===== src/rtl/periph_port_pkg.sv =====
package periph_port_pkg;
  localparam int unsigned NUM_PORTS = 2;
  localparam int unsigned PORT_W    = 7;
  localparam int unsigned BYTE_W    = 8;
  localparam int unsigned LATCH_BIT = 6;
  localparam int unsigned PSEL_W    = (NUM_PORTS > 1) ? $clog2(NUM_PORTS) : 1;
  localparam int unsigned ADDR_W    = PSEL_W + 2;

  typedef enum logic [1:0] {
    FLD_DATA  = 2'd0,
    FLD_DIR   = 2'd1,
    FLD_MODE  = 2'd2,
    FLD_LATCH = 2'd3
  } field_e;

  typedef struct packed {
    logic [NUM_PORTS-1:0] dataWr;
    logic [NUM_PORTS-1:0] dirWr;
    logic [NUM_PORTS-1:0] modeWr;
    logic [NUM_PORTS-1:0] latchWr;
    logic                 rdData;
    logic [PSEL_W-1:0]    rdPort;
  } strobe_t;
endpackage


===== src/rtl/periph_port_sync.sv =====
module periph_port_sync #(
  parameter int unsigned WIDTH  = 7,
  parameter int unsigned STAGES = 2
) (
  input  logic             clk,
  input  logic             rstN,
  input  logic [WIDTH-1:0] din,
  output logic [WIDTH-1:0] dout
);
  logic [STAGES-1:0][WIDTH-1:0] stage;

  always_ff @(posedge clk) begin
    if (!rstN) begin
      stage <= '0;
    end else begin
      stage[0] <= din;
      for (int i = 1; i < int'(STAGES); i++) begin
        stage[i] <= stage[i-1];
      end
    end
  end

  assign dout = stage[STAGES-1];
endmodule


===== src/rtl/periph_port_ctrl.sv =====
module periph_port_ctrl
  import periph_port_pkg::*;
(
  input  logic              clk,
  input  logic              rstN,
  input  logic              hostWrEn,
  input  logic [ADDR_W-1:0] hostAddr,
  output strobe_t           strobes
);
  logic [PSEL_W-1:0] portSel;
  field_e            fieldSel;
  logic              portOk;

  assign portSel  = hostAddr[PSEL_W-1:0];
  assign fieldSel = field_e'(hostAddr[ADDR_W-1:PSEL_W]);
  assign portOk   = (int'(portSel) < int'(NUM_PORTS));

  always_comb begin
    strobes = '0;
    strobes.rdPort = portSel;
    strobes.rdData = portOk && (fieldSel == FLD_DATA);
    if (hostWrEn && portOk) begin
      unique case (fieldSel)
        FLD_DATA:  strobes.dataWr[portSel]  = 1'b1;
        FLD_DIR:   strobes.dirWr[portSel]   = 1'b1;
        FLD_MODE:  strobes.modeWr[portSel]  = 1'b1;
        FLD_LATCH: strobes.latchWr[portSel] = 1'b1;
        default: ;
      endcase
    end
  end

  // at most one register strobe per cycle
  a_r2_single_strobe: assert property (@(posedge clk) disable iff (!rstN)
    $onehot0({strobes.dataWr, strobes.dirWr, strobes.modeWr, strobes.latchWr}));

  // no strobe without a host write
  a_r10_strobe_needs_write: assert property (@(posedge clk) disable iff (!rstN)
    !hostWrEn |-> ({strobes.dataWr, strobes.dirWr, strobes.modeWr, strobes.latchWr} == '0));
endmodule


===== src/rtl/periph_port_dp.sv =====
module periph_port_dp
  import periph_port_pkg::*;
#(
  parameter int unsigned SYNC_STAGES = 2
) (
  input  logic                                clk,
  input  logic                                rstN,
  input  strobe_t                             strobes,
  input  logic [BYTE_W-1:0]                   wrByte,
  output logic [BYTE_W-1:0]                   rdByte,
  input  logic [NUM_PORTS-1:0][PORT_W-1:0]    ctlDir,
  input  logic [NUM_PORTS-1:0][PORT_W-1:0]    ctlOut,
  output logic [NUM_PORTS-1:0][PORT_W-1:0]    ctlPinIn,
  input  logic [NUM_PORTS-1:0][PORT_W-1:0]    pinIn,
  output logic [NUM_PORTS-1:0][PORT_W-1:0]    pinOe,
  output logic [NUM_PORTS-1:0][PORT_W-1:0]    pinOut,
  output logic [NUM_PORTS-1:0]                latchReq
);
  localparam int unsigned PAD_W = BYTE_W - PORT_W;

  logic [NUM_PORTS-1:0][PORT_W-1:0] readVal;
  logic [1:0] sinceRst;

  always_ff @(posedge clk) begin
    if (!rstN) sinceRst <= '0;
    else if (sinceRst != 2'd3) sinceRst <= sinceRst + 2'd1;
  end

  for (genvar p = 0; p < int'(NUM_PORTS); p++) begin : g_port
    logic [PORT_W-1:0] dirReg, dataReg, syncPin, effOe, srcOut;
    logic              modeReg, latchEn;

    always_ff @(posedge clk) begin
      if (!rstN) begin
        dirReg  <= '0;
        dataReg <= '0;
        modeReg <= 1'b0;
        latchEn <= 1'b0;
      end else begin
        if (strobes.dirWr[p])   dirReg  <= wrByte[PORT_W-1:0];
        if (strobes.dataWr[p])  dataReg <= wrByte[PORT_W-1:0];
        if (strobes.modeWr[p])  modeReg <= wrByte[0];
        if (strobes.latchWr[p]) latchEn <= wrByte[0];
      end
    end

    periph_port_sync #(.WIDTH(PORT_W), .STAGES(SYNC_STAGES)) u_sync (
      .clk  (clk),
      .rstN (rstN),
      .din  (pinIn[p]),
      .dout (syncPin)
    );

    assign effOe       = modeReg ? dirReg  : ctlDir[p];
    assign srcOut      = modeReg ? dataReg : ctlOut[p];
    assign pinOe[p]    = effOe;
    assign pinOut[p]   = srcOut & effOe;
    assign readVal[p]  = (dirReg & dataReg) | (~dirReg & syncPin);
    assign ctlPinIn[p] = syncPin;
    assign latchReq[p] = latchEn & ~effOe[LATCH_BIT] & syncPin[LATCH_BIT];

    // an input bit never drives a level
    a_r4_no_drive_on_input: assert property (@(posedge clk) disable iff (!rstN)
      (pinOut[p] & ~pinOe[p]) == '0);

    // latch request only with pin 6 as input
    a_r9_latch_needs_input: assert property (@(posedge clk) disable iff (!rstN)
      latchReq[p] |-> !pinOe[p][LATCH_BIT]);

    // data register takes the low bits of the written byte
    a_r6_data_write: assert property (@(posedge clk) disable iff (!rstN)
      strobes.dataWr[p] |=> dataReg == $past(wrByte[PORT_W-1:0]));

    if (SYNC_STAGES == 2) begin : g_sync_chk
      // synchronized pins lag the raw pins by two edges
      a_r7_sync_delay: assert property (@(posedge clk) disable iff (!rstN)
        (sinceRst == 2'd3) |-> ctlPinIn[p] == $past(pinIn[p], 2));
    end
  end

  always_comb begin
    rdByte = '0;
    if (strobes.rdData) rdByte = {{PAD_W{1'b0}}, readVal[strobes.rdPort]};
  end

  // bit 7 of reads is always zero
  a_r6_top_bit_zero: assert property (@(posedge clk) disable iff (!rstN)
    rdByte[BYTE_W-1] == 1'b0);
endmodule


===== src/rtl/dual_periph_port.sv =====
module dual_periph_port
  import periph_port_pkg::*;
#(
  parameter int unsigned SYNC_STAGES = 2
) (
  input  logic                             clk,
  input  logic                             rstN,
  input  logic                             hostWrEn,
  input  logic [ADDR_W-1:0]                hostAddr,
  input  logic [BYTE_W-1:0]                hostWrData,
  output logic [BYTE_W-1:0]                hostRdData,
  input  logic [NUM_PORTS-1:0][PORT_W-1:0] ctlDir,
  input  logic [NUM_PORTS-1:0][PORT_W-1:0] ctlOut,
  output logic [NUM_PORTS-1:0][PORT_W-1:0] ctlPinIn,
  input  logic [NUM_PORTS-1:0][PORT_W-1:0] pinIn,
  output logic [NUM_PORTS-1:0][PORT_W-1:0] pinOe,
  output logic [NUM_PORTS-1:0][PORT_W-1:0] pinOut,
  output logic [NUM_PORTS-1:0]             latchReq
);
  strobe_t strobes;

  periph_port_ctrl u_ctrl (
    .clk      (clk),
    .rstN     (rstN),
    .hostWrEn (hostWrEn),
    .hostAddr (hostAddr),
    .strobes  (strobes)
  );

  periph_port_dp #(.SYNC_STAGES(SYNC_STAGES)) u_dp (
    .clk      (clk),
    .rstN     (rstN),
    .strobes  (strobes),
    .wrByte   (hostWrData),
    .rdByte   (hostRdData),
    .ctlDir   (ctlDir),
    .ctlOut   (ctlOut),
    .ctlPinIn (ctlPinIn),
    .pinIn    (pinIn),
    .pinOe    (pinOe),
    .pinOut   (pinOut),
    .latchReq (latchReq)
  );
endmodule


===== config.mk =====
export PLATFORM = sky130hd
export DESIGN_NAME = dual_periph_port
export DESIGN_NICKNAME = d
export VERILOG_FILES = /design/src/rtl/periph_port_pkg.sv /design/src/rtl/periph_port_sync.sv /design/src/rtl/periph_port_ctrl.sv /design/src/rtl/periph_port_dp.sv /design/src/rtl/dual_periph_port.sv
export SDC_FILE = /design/constraint.sdc
export NUM_CORES = 1
export LEC_CHECK = 0
export BUFFER_PORTS_ARGS = -buffer_cell sky130_fd_sc_hd__buf_2
export CAP_MARGIN = 20
export CORE_MARGIN = 2
export CORE_UTILIZATION = 30
export DETAILED_ROUTE_END_ITERATION = 10
export PLACE_DENSITY = 0.53
export SLEW_MARGIN = 10
export SYNTH_ARGS = -nofsm -noshare
export SYNTH_HDL_FRONTEND = slang
export SYNTH_SLANG_ARGS = --single-unit

===== constraint.sdc =====
create_clock -name clk -period 2.7 [get_ports clk]
set_clock_uncertainty 0.05 [all_clocks]
set_input_delay 0.54 -clock clk [delete_from_list [all_inputs] [get_ports clk]]
set_output_delay 0.54 -clock clk [all_outputs]
set_load 0.005 [all_outputs]

==> impl_results.md, run 1 <==
* Gr usage total at 13.2%
* RSZ-0062 raised after global routing: no
* CTS Root Cell: clkbuf_8
* Number of flops mapped to enable cells by yosys at 0
* Die Area at 9870 um^2
* Final WS setup at 349 ps
* Main combinational cell family by area after synthesis: multiplexers
* Slew @ Worst Pin at 685 ps
* Drt drc at 0
* Initial Util at 31.1%
* Worst min-delay path class: primary input to flop
* Num CTS Buffers at 9
* Leak at 1.62 nW
* DRT iter0 DRCs at 77
* Post-synth net total at 325
* First-pass GRT wire length at 9970 um
* DR WL/cell at 13.9 um
* Fillers at 905
* Final period util at 87.1%
* Max FO, Critical Path at 15
* Final min period at 2350 ps
* Clock transition at the registers of the reported paths at 70 ps
* Post-CTS Setup Inserts at 0
* Worst Path Required at 2110 ps
* Post-route cell area at 3400 um^2
* XOR/XNOR Fraction of Synth Area at 0%
* Cts hold-fix bufs at 0
* Post-Place Worst Slack at 509 ps
* Synth warn at 0
* Family with the most delay on the worst path: flip-flops
* Syn Std Cell Area at 2730 um^2
* Post_cts resized at 0
* Async set or reset register ratio after synthesis at 0%
* Die width at 99.3 um
* H-tree levels at 3
* Pwr dens at 534 nW/um^2
* Area of the multi-input gates at 1330 um^2
* Syn avg cell area at 10.1 um^2
* DRT antenna net count at 0
* Mapped Cells at 269
* Post-synth cell types at 22
* Post-synthesis simple-gate area fraction at 18.6%
* Share of layout cells above drive strength 1 at 41.0%
* Post-Route WL at 6520 um
* Clock tree buffer depth at 2
* Share of the synthesized area in the top cell type at 44.1%
* Setup Viol. Count Final at 0
* Row count at 34
* Setup crit start kind: flop
* Max Cap Violations at 0
* Post-DP Area at 3230 um^2
* Final hold vios at 0
* Outcome: completed
* Ys flop type: dfxtp_1
* Antenna diodes at 0
* Vias in the first global route at 2031
* Fin nets at 413
* Crit Path Category: flop to output pin
* Post-synthesis mux area share at 28.3%
* Via count at 2087
* IO Port Bufs at 105
* Yosys reg bits at 60
* Initial antenna violation count at 0
* Overflow after GRT at 0
* Largest area contributor in the netlist: dfxtp_1
* Fmax at 425 MHz
* Routability congestion estimate from global placement at 0.718
* First-pass iteration count of the detailed router at 4
* Arr. time, crit path at 1760 ps
* CP Capture Type: output pin
* Pins Over Slew Limit at 0
* Setup tns final at 0 ps
* Pin count of the biggest net entering global routing at 37
* Largest cells by area after synthesis: dfxtp_1, mux2i_1, mux2_2
* Core Region at 8760 um^2
* Height of the die at 99.3 um
* FF+latch area at 1200 um^2
* Crit path max-delay cell type: dfxtp_1
* CTS sink cnt at 60
* Max transition margin at 54.3%
* Crit-path cells: mux2_2 -> and2_1 -> buf_2
* Drt via density at 4.45
* Worst skew pair latency at 320 ps
* Synth Area in Compound Gates at 1.61%
* P&R area growth vs syn at 24.7%
* Crit path largest cell delay at 760 ps
* # IOs at 108
* Detailed placement HPWL at 5060 um
* Sequential fraction of the synthesis area at 44.1%
* TritonCTS clock tree: done
* Peak VDD IR at 0.288 mV
* Synth Area in Adders at 0%
* Crit path buf inv count at 1
cell families (layout without fill, tap and decap cells):
kind of cell	count (synthesis)	in the layout
AOI/OAI and AO/OA	7	7
muxes	74	74
DFF	60	60
buffers and inverters	34	126
and+or+nand+nor	93	93
other	1	1
state kept, by name (all words and copies together) (netlist names):
signal / flops
u_dp.g_port.dataReg: 14
u_dp.g_port.dirReg: 14
u_dp.g_port.latchEn: 2
u_dp.g_port.modeReg: 2
u_dp.g_port.u_sync.dout: 14
u_dp.g_port.u_sync.stage: 14
power by group:
part           internal, W  switching (W)
registers         0.000916      0.0000193
clock network     0.000375       0.000313
logic             0.000108      0.0000857
layout make-up:
type / count / share of cell area (%)
clock buffers: 13 / 4.67
clock inverters: 2 / 0.294
inverters: 2 / 0.221
multi-input cells: 175 / 39.2
flip-flops and latches: 60 / 35.3
well taps: 108 / 3.97
repair buffers: 109 / 16.3
stage by stage:
step	utilization, %	total power, W	hold WS [ps]	cells
2_1_floorplan	-	0.00106	362	269
3_3_place_gp	36.9	0.00115	365	454
3_5_place_dp	36.9	0.00115	368	454
4_1_cts	38.8	0.00185	347	469
5_1_grt	38.8	0.00191	339	469
6_report	38.8	0.00182	367	469
path summary, 6_finish.rpt:
kind | startpoint | end | slack (ps) | depth (start not counted)
worst min register to register | u_dp.g_port[1].u_sync.stage[3] | u_dp.g_port[1].u_sync.dout[3] | 380 | 1
worst min-delay path | pinIn[13] | u_dp.g_port[1].u_sync.stage[6] | 370 | 2
worst max-delay path | u_dp.g_port[1].modeReg | pinOut[11] | 350 | 3
worst max register to register | u_dp.g_port[1].modeReg | u_dp.g_port[1].modeReg | 1550 | 2
synth_stat cells (3+ instances only):
library cell	n
mux2_2	24
dfxtp_1	60
buf_2	6
nand2_1	39
buf_4	15
mux2i_1	50
and2_1	40
clkbuf_1	10
nand4b_1	3
o22ai_1	7
layer usage:
metal  vias up  part of all wire [%]  wire, um  global-route usage [%]
li1       1064                     -         -                       -
met1       957                    44      2880                    16.0
met2        62                    48      3140                    21.5
met3         4                   7.2       467                    5.76
met4         0                  0.51        33                    3.16
met5         -                     0         0                       0
cell usage in the layout, fill, tap and decap left out, types with 2 or more instances in the layout:
master,instances
clkbuf_8,11
and2_1,40
mux2i_1,50
and3_1,2
o22ai_1,7
dfxtp_1,60
clkbuf_1,2
buf_4,4
nand4b_1,3
buf_2,105
clkinv_2,2
inv_1,2
mux2_2,24
nor2_1,2
nand2_1,39
Power figures use the tool's default switching activity.
==> inputs of run 2 (changes only) <==
--- a/config.mk
+++ b/config.mk
@@ -5,12 +5,12 @@
 export SDC_FILE = /design/constraint.sdc
 export NUM_CORES = 1
 export LEC_CHECK = 0
-export BUFFER_PORTS_ARGS = -buffer_cell sky130_fd_sc_hd__buf_2
 export CAP_MARGIN = 20
 export CORE_MARGIN = 2
 export CORE_UTILIZATION = 30
 export DETAILED_ROUTE_END_ITERATION = 10
-export PLACE_DENSITY = 0.53
+export DONT_BUFFER_PORTS = 1
+export PLACE_DENSITY = 0.43
 export SLEW_MARGIN = 10
 export SYNTH_ARGS = -nofsm -noshare
 export SYNTH_HDL_FRONTEND = slang
==> impl_results.md, run 2 (synthesized netlist as in run 1, its figures left out) <==
* Outcome: completed
* TritonCTS clock tree: done
* Gr usage total at 13.0% (-0.16 points)
* Max Cap Violations at 0 (unchanged)
* Pwr dens at 664 nW/um^2 (+24%)
* Commonest non-fill, non-tap cell in the layout: dfxtp_1
* Max transition margin at 51.5% (-2.8 points)
* Arr. time, crit path at 1730 ps (-30 ps)
* Core Region at 8760 um^2 (unchanged)
* Crit Path Category: flop to output pin
* Max FO, Critical Path at 15 (unchanged)
* Post-CTS Setup Inserts at 0 (unchanged)
* Die width at 99.3 um (unchanged)
* Fmax at 431 MHz (+1.2%)
* Pin count of the biggest net entering global routing at 68 (+84%)
* FF+latch area at 1200 um^2 (unchanged)
* Final hold vios at 0 (unchanged)
* Drt drc at 0 (unchanged)
* IO Port Bufs at 0 (-100%)
* CTS Root Cell: clkbuf_8
* Net switching power figure at 0.000417 W (-0.20%)
* Seq pwr share at 48.4% (-3.0 points)
* P&R area growth vs syn at 6.65%
* Area of the multi-input gates at 1330 um^2 (unchanged)
* Antenna diodes at 0 (unchanged)
* P_int at 0.00151 W (+8.1%)
* Final WS setup at 378 ps (+28.6 ps)
* Num CTS Buffers at 9 (unchanged)
* Final min period at 2320 ps (-28.6 ps)
* Final period util at 86.0% (-1.1 points)
* Clock tree buffer depth at 2 (unchanged)
* Leak at 1.17 nW (-27%)
* Post_cts resized at 0 (unchanged)
* CP Capture Type: output pin
* DRT antenna net count at 0 (unchanged)
* Commonest cells after routing, fill and taps aside: dfxtp_1, mux2i_1, and2_1
* Fin nets at 306 (-26%)
* Routability congestion estimate from global placement at 0.736 (+2.4%)
* Row count at 34 (unchanged)
* Post-Place Worst Slack at 736 ps (+226 ps)
* DR WL/cell at 17.1 um (+23%)
* Height of the die at 99.3 um (unchanged)
* RSZ-0062 raised after global routing: no
* CTS sink cnt at 60 (unchanged)
* Clock share of power at 46.1% (+8.2 points)
* Drt via density at 4.74 (+6.5%)
* Clock transition at the registers of the reported paths at 70 ps (about the same)
* Initial antenna violation count at 0 (unchanged)
* Detailed placement HPWL at 4480 um (-12%)
* Die Area at 9870 um^2 (unchanged)
* Initial Util at 31.1% (unchanged)
* Slew @ Worst Pin at 726 ps (+41.5 ps)
* Peak VDD IR at 0.271 mV (-5.8%)
* First-pass iteration count of the detailed router at 4 (unchanged)
* Worst Path Required at 2110 ps (about the same)
* Cts hold-fix bufs at 0 (unchanged)
* # IOs at 108 (unchanged)
* Pins Over Slew Limit at 0 (unchanged)
* Vias in the first global route at 1688 (-17%)
* Worst skew pair latency at 330 ps (about the same)
* Fillers at 915 (+1.1%)
* Share of layout cells above drive strength 1 at 16.9% (-24 points)
* First-pass GRT wire length at 9500 um (-4.7%)
* Comb power frac at 5.5% (-5.2 points)
* Worst min-delay path class: primary input to flop
* Via count at 1720 (-18%)
* H-tree levels at 3 (unchanged)
* Switching part of the total at 21.6% (-1.4 points)
* Setup tns final at 0 ps (unchanged)
* Post-Route WL at 6220 um (-4.6%)
* Setup Viol. Count Final at 0 (unchanged)
* Setup crit start kind: flop
* Overflow after GRT at 0 (unchanged)
* DRT iter0 DRCs at 36 (-53%)
==> run 2: cell types whose count changed in the layout (fill, tap and decap cells not counted), sizes merged <==
cell	change
buf	-107
bufinv	+2
clkbuf	-2
clkinv	+1
==> run 2: worst paths after layout <==
| kind | from | end | slack, ps | cells past startpoint |
|---|---|---|---|---|
| max | u_dp.g_port[0].modeReg | pinOut[5] | 380 | 2 |
| min | pinIn[1] | u_dp.g_port[0].u_sync.stage[1] | 270 | 1 |
| max reg2reg | u_dp.g_port[0].modeReg | u_dp.g_port[0].modeReg | 1530 | 2 |
| min reg2reg | u_dp.g_port[1].u_sync.stage[5] | u_dp.g_port[1].u_sync.dout[5] | 380 | 1 |
==> run 2: layout make-up <==
cell class | count | share of cell area (%)
multi-input cells | 175 | 45.8
flip-flops and latches | 60 | 41.3
clock inverters | 5 | 2.58
repair buffers | 2 | 0.516
clock buffers | 11 | 4.86
well taps | 108 | 4.65
inverters | 2 | 0.258
==> run 2: per-stage QoR <==
stage	power (W)	std cells	cell area [um^2]	hold slack, ps	util (%)
after floorplan	0.00106	269	2730	362	-
after global placement	0.00106	347	2690	364	30.7
after detailed placement	0.00106	347	2690	368	30.7
after CTS	0.00197	363	2910	247	33.2
after global routing	0.00202	363	2910	244	33.2
final	0.00193	363	2910	268	33.2
==> run 2: critical path, stage by stage (launching register included) <==
cell     delay (ps)
dfxtp_1         790
mux2_2          440
and2_1          170
==> run 2: per-layer routing <==
| layer | GRT usage [%] | routed length (um) | vias up |
|---|---|---|---|
| met5 | 0 | 0 | - |
| li1 | - | - | 853 |
| met2 | 19.9 | 2870 | 66 |
| met1 | 16.0 | 2730 | 797 |
| met3 | 6.82 | 567 | 4 |
| met4 | 3.79 | 54 | 0 |
==> run 2: power groups by stage <==
stage          Clock, W  Combinational (W)  Sequential (W)
6_report       0.000890           0.000106        0.000935
5_1_grt        0.000964           0.000118        0.000938
2_1_floorplan         0           0.000117        0.000945
4_1_cts        0.000928           0.000109        0.000935
3_5_place_dp          0           0.000109        0.000956
3_3_place_gp          0           0.000108        0.000955
==> inputs of run 3 (changes only) <==
--- a/config.mk
+++ b/config.mk
@@ -7,10 +7,10 @@
 export LEC_CHECK = 0
 export CAP_MARGIN = 20
 export CORE_MARGIN = 2
-export CORE_UTILIZATION = 30
+export CORE_UTILIZATION = 67
 export DETAILED_ROUTE_END_ITERATION = 10
 export DONT_BUFFER_PORTS = 1
-export PLACE_DENSITY = 0.43
+export PLACE_DENSITY = 0.82
 export SLEW_MARGIN = 10
 export SYNTH_ARGS = -nofsm -noshare
 export SYNTH_HDL_FRONTEND = slang
==> impl_results.md, run 3 (synthesized netlist as in run 1, its figures left out) <==
* Leak at 1.15 nW (-2.1%)
* Post-Route WL at 5200 um (-16%)
* Max Cap Violations at 0 (unchanged)
* Pins Over Slew Limit at 0 (unchanged)
* Crit path largest cell delay at 770 ps (-20 ps)
* P&R area growth vs syn at 2.43%
* Drt via density at 5.64 (+19%)
* Antenna diodes at 0 (unchanged)
* Area of the multi-input gates at 1330 um^2 (unchanged)
* Commonest cells after routing, fill and taps aside: dfxtp_1, mux2i_1, and2_1
* Die width at 67.8 um (-32%)
* DR WL/cell at 17.1 um (-0.12%)
* CP Capture Type: output pin
* Peak VDD IR at 0.401 mV (+48%)
* Commonest non-fill, non-tap cell in the layout: dfxtp_1
* Height of the die at 67.8 um (-32%)
* Cts hold-fix bufs at 0 (unchanged)
* H-tree levels at 3 (unchanged)
* Vias in the first global route at 1623 (-3.9%)
* Num CTS Buffers at 9 (unchanged)
* Worst skew pair latency at 330 ps (about the same)
* TritonCTS clock tree: done
* Die Area at 4600 um^2 (-53%)
* CTS Root Cell: clkbuf_8
* Row count at 23 (-32%)
* Post_cts resized at 0 (unchanged)
* IO Port Bufs at 0 (unchanged)
* Fin nets at 305 (-0.33%)
* Post-CTS Setup Inserts at 0 (unchanged)
* Core Region at 3970 um^2 (-55%)
* Fillers at 325 (-64%)
* Max FO, Critical Path at 15 (unchanged)
* First-pass iteration count of the detailed router at 4 (unchanged)
* Clock tree buffer depth at 2 (unchanged)
* Initial antenna violation count at 0 (unchanged)
* Slew @ Worst Pin at 698 ps (-28.4 ps)
* # IOs at 108 (unchanged)
* DRT iter0 DRCs at 92 (+160%)
* Family with the most delay on the worst path: flip-flops
* Pwr dens at 631 nW/um^2 (-5.0%)
* Crit-path cells: mux2_2 -> and2_1
* Clock transition at the registers of the reported paths at 60 ps (about the same)
* Share of layout cells above drive strength 1 at 15.7% (-1.1 points)
* First-pass GRT wire length at 7750 um (-18%)
* Crit path max-delay cell type: dfxtp_1
* Setup tns final at 0 ps (unchanged)
* Post-Place Worst Slack at 783 ps (+47.5 ps)
* Crit Path Category: flop to output pin
* Final WS setup at 415 ps (+37.7 ps)
* DRT antenna net count at 0 (unchanged)
* Worst min-delay path class: primary input to flop
* CTS sink cnt at 60 (unchanged)
* FF+latch area at 1200 um^2 (unchanged)
* Worst Path Required at 2110 ps (about the same)
* Overflow after GRT at 0 (unchanged)
* Crit path buf inv count at 0 (unchanged)
* Pin count of the biggest net entering global routing at 68 (unchanged)
* Max transition margin at 53.4% (+1.9 points)
* Routability congestion estimate from global placement at 0.700 (-4.9%)
* Outcome: completed
* Final period util at 84.6% (-1.4 points)
* Initial Util at 68.7% (+38 points)
* Drt drc at 0 (unchanged)
* Via count at 1715 (-0.29%)
* RSZ-0062 raised after global routing: no
* Setup crit start kind: flop
* Setup Viol. Count Final at 0 (unchanged)
* Final min period at 2280 ps (-37.7 ps)
* Detailed placement HPWL at 3690 um (-18%)
* Final hold vios at 0 (unchanged)
* Arr. time, crit path at 1690 ps (-40 ps)
* Fmax at 438 MHz (+1.7%)
* Gr usage total at 24.0% (+11 points)
==> run 3: final timing paths <==
check	endpoint	start	slack, ps	cells past startpoint
worst min register to register	u_dp.g_port[0].u_sync.dout[1]	u_dp.g_port[0].u_sync.stage[1]	380	1
worst min-delay path	u_dp.g_port[0].u_sync.stage[1]	pinIn[1]	280	1
worst max register to register	u_dp.g_port[1].modeReg	u_dp.g_port[1].modeReg	1560	2
worst max-delay path	pinOut[7]	u_dp.g_port[1].modeReg	420	2
==> run 3: routing by layer <==
metal | part of all wire [%] | GRT usage (%)
met1 | 42 | 29.9
met2 | 48 | 36.0
met3 | 8.1 | 8.83
met4 | 1.6 | 12.8
met5 | 0 | 0
==> run 3: stage by stage <==
stage / cell area (um^2) / std cells / hold slack, ps / util, % / power, W
final: 2790 / 304 / 282 / 70.3 / 0.00176
after global placement: 2610 / 288 / 365 / 65.8 / 0.00106
after floorplan: 2730 / 269 / 362 / - / 0.00106
after detailed placement: 2610 / 288 / 371 / 65.8 / 0.00106
after CTS: 2790 / 304 / 267 / 70.3 / 0.00178
after global routing: 2790 / 304 / 266 / 70.3 / 0.00183
==> run 3: cell type report <==
class / instances / area share [%]
Sequential cell: 60 / 43.0
Tap cell: 50 / 2.24
Clock inverter: 1 / 0.179
Multi-Input combinational cell: 175 / 47.7
Timing Repair Buffer: 1 / 0.269
Inverter: 2 / 0.269
Clock buffer: 15 / 6.32
==> run 3: power by group <==
part	internal, W	total (W)	switching, W
registers	0.000916	0.000936	0.0000205
logic	0.0000571	0.000104	0.0000474
clock network	0.000408	0.000720	0.000312
total	0.00138	0.00176	0.000380
